File: src/rtl/sft_pkg.sv
package sft_pkg;

    typedef enum logic [2:0] {
        S_OFF   = 3'd0,
        S_IDLE  = 3'd1,
        S_HOLD  = 3'd2,
        S_COUNT = 3'd3,
        S_READY = 3'd4,
        S_SENT  = 3'd5
    } sft_state_e;

    typedef enum logic [1:0] {
        H_NEW  = 2'd0,
        H_WON  = 2'd1,
        H_LOST = 2'd2
    } sft_hist_e;

    // Window length in half data-bit periods
    function automatic logic [3:0] win_halves(input logic [2:0] sel, input sft_hist_e h);
        logic [3:0] r;
        if (sel != 3'd0) begin
            r = {sel, 1'b0} - 4'd1;
        end else begin
            unique case (h)
                H_WON:   r = 4'd12;
                H_LOST:  r = 4'd5;
                default: r = 4'd8;
            endcase
        end
        return r;
    endfunction

endpackage

File: src/rtl/sft_history.sv
module sft_history
    import sft_pkg::*;
(
    input  logic      clk,
    input  logic      rst_n,
    input  logic      enable,
    input  logic      tx_won,
    input  logic      tx_lost,
    output sft_hist_e hist
);

    always_ff @(posedge clk or negedge rst_n) begin
        if (!rst_n) begin
            hist <= H_NEW;
        end else if (!enable) begin
            hist <= H_NEW;
        end else if (tx_lost) begin
            hist <= H_LOST;
        end else if (tx_won) begin
            hist <= H_WON;
        end
    end

endmodule

File: src/rtl/sft_window.sv
module sft_window
    import sft_pkg::*;
#(
    parameter int HALF_TICKS = 39,
    parameter int CW         = 9
) (
    input  logic [2:0]    sel_code,
    input  sft_hist_e     hist,
    output logic [CW-1:0] limit
);

    logic [3:0] halves;

    always_comb begin
        halves = win_halves(sel_code, hist);
        limit  = CW'(halves) * CW'(HALF_TICKS);
    end

endmodule

File: src/rtl/sft_counter.sv
module sft_counter #(
    parameter int CW = 9
) (
    input  logic          clk,
    input  logic          rst_n,
    input  logic          clr,
    input  logic          run,
    input  logic [CW-1:0] limit,
    output logic          done
);

    logic [CW-1:0] cnt_q;

    always_ff @(posedge clk or negedge rst_n) begin
        if (!rst_n) begin
            cnt_q <= '0;
        end else if (clr) begin
            cnt_q <= '0;
        end else if (run) begin
            cnt_q <= cnt_q + CW'(1);
        end
    end

    assign done = run && (cnt_q == limit - CW'(1));

endmodule

File: src/rtl/sft_sched.sv
module sft_sched
    import sft_pkg::*;
#(
    parameter int HALF_TICKS = 39,
    parameter int EVT_W      = 6
) (
    input  logic             clk,
    input  logic             rst_n,
    input  logic             enable,
    input  logic             tick,
    input  logic             auto_pre,
    input  logic [2:0]       sel_code,
    input  logic             tx_req,
    input  logic             line_hi,
    input  logic [EVT_W-1:0] evt,
    input  logic             tx_won,
    input  logic             tx_lost,
    output logic             start_ok
);

    localparam int MAX_TICKS = 13 * HALF_TICKS;
    localparam int CW        = $clog2(MAX_TICKS + 1);

    sft_state_e    state_q, state_d;
    sft_hist_e     hist;
    logic [CW-1:0] limit;
    logic          cnt_clr, cnt_run, cnt_done;
    logic          evt_any, pre_evt;

    assign evt_any = |evt;
    assign pre_evt = auto_pre && evt_any;
    assign cnt_run = tick && line_hi && (state_q == S_COUNT);

    sft_history u_hist (
        .clk     (clk),
        .rst_n   (rst_n),
        .enable  (enable),
        .tx_won  (tx_won),
        .tx_lost (tx_lost),
        .hist    (hist)
    );

    sft_window #(.HALF_TICKS(HALF_TICKS), .CW(CW)) u_win (
        .sel_code (sel_code),
        .hist     (hist),
        .limit    (limit)
    );

    sft_counter #(.CW(CW)) u_cnt (
        .clk   (clk),
        .rst_n (rst_n),
        .clr   (cnt_clr),
        .run   (cnt_run),
        .limit (limit),
        .done  (cnt_done)
    );

    // State register
    always_ff @(posedge clk or negedge rst_n) begin
        if (!rst_n) begin
            state_q <= S_OFF;
        end else begin
            state_q <= state_d;
        end
    end

    // Next state and counter control
    always_comb begin
        state_d = state_q;
        cnt_clr = 1'b0;
        if (!enable) begin
            state_d = S_OFF;
            cnt_clr = 1'b1;
        end else begin
            unique case (state_q)
                S_OFF: begin
                    state_d = auto_pre ? S_COUNT : S_IDLE;
                    cnt_clr = 1'b1;
                end
                S_IDLE: begin
                    if (pre_evt) begin
                        state_d = S_COUNT;
                        cnt_clr = 1'b1;
                    end else if (!auto_pre && tx_req) begin
                        state_d = line_hi ? S_COUNT : S_HOLD;
                        cnt_clr = 1'b1;
                    end
                end
                S_HOLD: begin
                    cnt_clr = 1'b1;
                    if (line_hi) state_d = S_COUNT;
                end
                S_COUNT: begin
                    if (!line_hi) begin
                        state_d = S_HOLD;
                        cnt_clr = 1'b1;
                    end else if (pre_evt) begin
                        cnt_clr = 1'b1;
                    end else if (cnt_done) begin
                        state_d = S_READY;
                    end
                end
                S_READY: begin
                    if (!line_hi) begin
                        state_d = S_HOLD;
                        cnt_clr = 1'b1;
                    end else if (pre_evt) begin
                        state_d = S_COUNT;
                        cnt_clr = 1'b1;
                    end else if (tx_req) begin
                        state_d = S_SENT;
                    end
                end
                S_SENT: begin
                    if (evt_any) begin
                        state_d = auto_pre ? S_COUNT : S_IDLE;
                        cnt_clr = 1'b1;
                    end
                end
                default: begin
                    state_d = S_OFF;
                    cnt_clr = 1'b1;
                end
            endcase
        end
    end

    // Output decode
    always_comb begin
        start_ok = enable && (state_q == S_READY) && line_hi && tx_req && !pre_evt;
    end

endmodule

File: config.mk
export PLATFORM = sky130hd
export DESIGN_NAME = sft_sched
export DESIGN_NICKNAME = d
export VERILOG_FILES = /design/src/rtl/sft_pkg.sv /design/src/rtl/sft_history.sv /design/src/rtl/sft_window.sv /design/src/rtl/sft_counter.sv /design/src/rtl/sft_sched.sv
export SDC_FILE = /design/constraint.sdc
export NUM_CORES = 1
export LEC_CHECK = 0
export BUFFER_PORTS_ARGS = -buffer_cell sky130_fd_sc_hd__buf_4
export CAP_MARGIN = 20
export CELL_PAD_IN_SITES_DETAIL_PLACEMENT = 1
export CELL_PAD_IN_SITES_GLOBAL_PLACEMENT = 1
export CORE_MARGIN = 1
export CORE_UTILIZATION = 44
export DETAILED_ROUTE_END_ITERATION = 12
export PLACE_DENSITY = 0.79
export SYNTH_ARGS = -nofsm -noshare
export SYNTH_HDL_FRONTEND = slang
export SYNTH_SLANG_ARGS = --single-unit
File: constraint.sdc
create_clock -name clk -period 4.7 [get_ports clk]
set_input_delay 0 -clock clk [delete_from_list [all_inputs] [get_ports clk]]
set_output_delay 0 -clock clk [all_outputs]
set_load 0.005 [all_outputs]
# Word-level counts from Yosys, hierarchy flattened
# Index checks and enable logic that the tools add are counted.
# totals
regBits	14
in_bits	18
elab_cells	67
# op_classes
add_sub_neg	3
mul	1
eq_ne	15
mux	28
reduce_logical	17
# op_table
op	count
2-to-1 mux 3 bit	11
2-to-1 mux 9 bit	2
case mux 3 bit (6 select lines)	1
inequality test 4 bit (second input constant)	3
adder 9 x 1 -> 9 bit (second input constant)	1
== test 9 bit	1
logical AND 1 bit	9
multiplier 4 x 6 -> 9 bit (second input constant)	1
subtractor 9 x 1 -> 9 bit (second input constant)	1
2-to-1 mux 2 bit	4
case mux 4 bit (2 select lines)	1
2-to-1 mux 1 bit	7
== test 3 x 2 -> 1 bit (second input constant)	2
== test 3 bit (second input constant)	2
inequality test 3 bit (second input constant)	2
AND reduction 6 bit	1
OR reduction 6 bit	1
inequality test 5 bit (second input constant)	1
2-to-1 mux 4 bit	1
subtractor 4 x 1 -> 4 bit (second input constant)	1
== test 3 x 1 -> 1 bit (second input constant)	1
logical NOT 3 bit	1
inequality test 3 x 1 -> 1 bit (second input constant)	1
case mux 1 bit (3 select lines)	1
other kinds (6)	7

# Logic depth before layout (Yosys ltp)
# logic_depth
word_depth	12
depth_mapped	17
depth_no_buf	17

# Hierarchy
# Synthesis repeated with hierarchy kept, for this count alone.
# hier_totals
cells_unflattened	197
area_unflattened_um2	1694.1
# modules_own_cells
module	instances	cells_per_inst	area_per_inst_um2	seq_area_each_um2
sft_counter	1	84	733.2	225.2
sft_window	1	55	496.7	0.0
sft_sched	1	52	384.1	75.1
sft_history	1	6	80.1	50.0

# Least setup slack after synthesis
# Ideal clock, no wire load.
# synth_timing
path_kind	register to register
startpoint	reg u_hist.hist[0]
endpoint	reg state_q[2]
setup_time_ps	66
arrival_ps	3548
required_time_ps	4634
slack_ps	1086
stages_incl_launch_ff	17
period_less_slack_ps	3614
cell_sequence	dfrtp_1 -> inv_1 -> ha_1 -> mux2i_1 -> o21ai_0 -> inv_1 -> ha_1 -> xnor2_1 -> xnor2_1 -> ha_1 -> ha_1 -> nand3b_1 -> a21boi_1 -> o21a_1 -> or3_1 -> a2111oi_4 -> a31o_1
# synth_via
elab_chain_cells	9
# synth_rtl
item	line	source
from (decl)	sft_history.sv:9	output sft_hist_e hist
from (signal assigned)	sft_history.sv:14	hist <= H_NEW;
from (signal assigned)	sft_history.sv:16	hist <= H_NEW;
from (signal assigned)	sft_history.sv:18	hist <= H_LOST;
== test 2 bit / == test 2 x 1 -> 1 bit (equally long branches)	sft_pkg.sv:24	unique case (h)
case mux 4 bit (2 select lines) *	sft_pkg.sv:24	
2-to-1 mux 4 bit *	sft_pkg.sv:21	if (sel != 3'd0) begin
multiplier 4 x 6 -> 9 bit *	sft_window.sv:16	limit = CW'(halves) * CW'(HALF_TICKS);
subtractor 9 x 1 -> 9 bit *	sft_counter.sv:24	assign done = run && (cnt_q == limit - CW'(1));
== test 9 bit *	sft_counter.sv:24	
logical AND 1 bit *	sft_counter.sv:24	
inequality test 4 bit (no line) *	--	
AND reduction 6 bit (no line) *	--	
to (signal assigned)	sft_sched.sv:63	state_q <= state_d;
to (decl)	sft_sched.sv:24	sft_state_e state_q, state_d;
# Mark *: on every way between the ends. The rest lies on a longest branch, timed or not.
# A chain may end at the register's enable or synchronous reset.

# Worst setup path after layout
# Same ends and word-level chain as after synthesis.

==> out/metrics.cfg <==
[clocking]
cts.hold.buffers_added = 2
cts_setup_buffers = 0
clk_latency_ns = 0.25
clkSlewWorstSetupHoldPaths_ns = 0.06
cts_htree_levels = 1
cts_root_buffer = clkbuf_8
cts_buffers = 3
cts_buffer_depth = 2
cts_resized = 0
clock-sinks = 14
cts_tree = yes

[sta]
rsz0062_at_grt = false
setup_viol = 0
worst_pin_slew_ns = 0.7151
setup-tns-final_ns = 0
fin_skew_ns = 0.001630
period_share = 0.8776
relSlewSlack = 0.5228
hold_viol = 0
whs_ns = 0.02497
min_period_ns = 4.125
max_freq_mhz = 242.4
layout_setup_ws_ns = 0.5751
drv_slew = 0

[route]
vias = 1508
drc_errors = 0
dr.first_iter.drc_count = 78
viasPerCell = 5.734
drt_first_pass_iters = 4
ant_nets = 0
wl_per_cell_um = 15.95
drt_wl_total_mm = 4.196

[setup_path]
timing.critical_path.mode_cell = ha_1
arrival_ns = 4.31
critPathMaxFanout = 5
critPathLaunchType = register
path_buf_inv = 2
critPathTopFamily = compound AO/OA/AOI/OAI gates
end_kind = register
max_stage_delay_ns = 0.42
cp_slowest_cell = a2111oi_4
crit_chain = inv_1, ha_1, mux2i_1, o21ai_0, inv_1, ha_1, xnor2_1, xnor2_1, ha_1, ha_1, a21oi_1, a21boi_1, o21a_1, or3_1, a2111oi_4, a31o_1
path_class = register to register
critPathRequiredTime_ns = 4.89
ff2ff_setup_slack_ns = 0.58

[synthesis]
synth_top_flop_cell = dfrtp_1
synth_edf_count = 0
syn-mean-instance-area_um2 = 8.167
synth.distinct_cells = 50
synthArstFlopShare = 1.000
netlist_area_um2 = 1642
ys_seq_area_frac = 0.2134
synthCells = 201
synth_area_leader_cell = dfrtp_1
ys_ff_latch = 14
yosysTopAreaCellShare = 0.2134
yosys-top-cells-area = dfrtp_1 21%, ha_1 13%, xnor2_1 7.5%, xor2_1 5.3%, nor2_1 4.8%
synthesis.nets = 237
yosys_warnings = 0

[global_routing]
grt_pass1_vias = 1643
antenna_found_initial = 0
grt_pass1_wl_mm = 7.472
gr-usage-all-layers = 0.2360
grt-ovfl-total = 0
grt_max_degree = 15

[die]
fp-row-count = 21
dieWidth_um = 63.08
start_util = 0.4769
ioPinCount = 19
dieHeight_um = 63.08
core_um2 = 3442
die-area_um2 = 3979

[placement]
dpl.hpwl_mm = 3.409
place_congestion = 0.8522
dp_slack_ns = 0.3855
io_buffers = 18

[power_and_ir_drop]
power_density_nw_per_um2 = 275.6
peakVddDrop_v = 0.0001990
p_leak_nw = 0.7915

[finish]
fin_nets = 254
fin_util = 0.5423
drive_gt1_frac = 0.1290
areaGrowthSynthToFinish_pct = 13.72
diodes = 0

[run]
cap_violations = 0

[hold_path]
min_path_type = input pin to register

[status]
status = finished clean

## stage by stage
stage / power [mW] / cells / cell area (um^2)
after floorplan: 0.3356 / 201 / 1642
after global placement: 0.3831 / 257 / 1792
after detailed placement: 0.3971 / 257 / 1792
after CTS: 0.5194 / 263 / 1867
after global routing: 0.5540 / 263 / 1867
final: 0.5145 / 263 / 1867
## metal layers
| metal | vias to the layer above | wire [um] | GRT usage |
|---|---|---|---|
| li1 | 745 | - | - |
| met1 | 737 | 2025 | 0.3043 |
| met2 | 21 | 2030 | 0.4140 |
| met3 | 5 | 83 | 0.01449 |
| met4 | 0 | 57 | 0.07849 |
| met5 | - | 0 | 0 |
## logic make-up (layout without fill, tap and decap cells)
group | after synthesis | count (layout) | share of synthesized area
AO/OA/AOI/OAI | 46 | 46 | 0.1921
XOR/XNOR | 24 | 24 | 0.1280
adder cells (fa/ha/maj) | 18 | 18 | 0.1418
buffers and inverters | 21 | 37 | 0.05564
flip-flops | 14 | 14 | 0.2134
multiplexers | 4 | 4 | 0.02668
AND/OR/NAND/NOR | 74 | 74 | 0.2424
## report_power, final
group	internal (mW)	switching, mW	leakage, nW
clock network	0.0743	0.0432	0.0288
logic	0.117	0.148	0.572
registers	0.124	0.00847	0.191
## worst paths after layout
path / endpoint / from / depth (start not counted)
worst min-delay path: u_hist.hist[1] / enable / 2
min in group asynchronous: state_q[1] / rst_n / 2
worst max-delay path: state_q[2] / u_hist.hist[0] / 16
max in group asynchronous: u_cnt.cnt_q[0] / rst_n / 2
worst min register to register: u_hist.hist[0] / u_hist.hist[0] / 2
worst max register to register: state_q[2] / u_hist.hist[0] / 16
## cell type report
class / instances / area (um^2)
clock buffer: 4 / 55.05
multi-input combinational: 166 / 1200
sequential: 14 / 350.3
tap: 46 / 57.56
inverter: 13 / 48.80
fill: 408 / 1575
timing repair buffer: 20 / 155.1
## placed cells by master (no fill, tap or decap), types with 2 or more instances in the layout
cell type      instances
ha_1                  17
nand4_1                4
o31ai_1                3
dfrtp_1               14
xor2_1                10
clkbuf_8               4
nand2_1               15
nor2_1                21
mux2i_1                3
o21a_1                 2
nor3b_1                3
o2111ai_1              3
nand3_1                3
xnor2_1               14
a31oi_1                2
or3_1                  3
nor3_1                 6
inv_1                 13
o21ai_0               10
a21oi_1               14
nor2b_1                5
dlygate4sd3_1          2
nand4b_1               2
and2_1                 2
buf_4                 18
## registers in the layout, indices dropped and copies added (netlist names)
name and cells:
u_cnt.cnt_q 9, u_hist.hist 2, state_q 3
## worst register-to-register path: stages (launching register included)
cell       delay, ns
dfrtp_1         0.38
inv_1           0.08
ha_1            0.30
mux2i_1         0.11
o21ai_0         0.35
inv_1           0.13
ha_1            0.34
xnor2_1         0.22
xnor2_1         0.11
ha_1            0.23
ha_1            0.36
a21oi_1         0.23
a21boi_1        0.09
o21a_1          0.17
or3_1           0.35
a2111oi_4       0.42
a31o_1          0.20
## cell usage after synthesis (2+ instances only)
library cell / count
or3_1: 3
xnor2_1: 14
xor2_1: 10
mux2i_1: 3
clkbuf_1: 5
and2_1: 2
nor2_1: 21
a21oi_1: 14
ha_1: 17
a31oi_1: 2
nand4b_1: 2
nor2b_1: 5
o21a_1: 2
inv_1: 13
nand4_1: 4
nor3b_1: 3
o2111ai_1: 3
o31ai_1: 3
dfrtp_1: 14
nand3_1: 3
o21ai_0: 10
nand2_1: 15
nor3_1: 6
No activity file was read; power rests on OpenSTA's default activity.
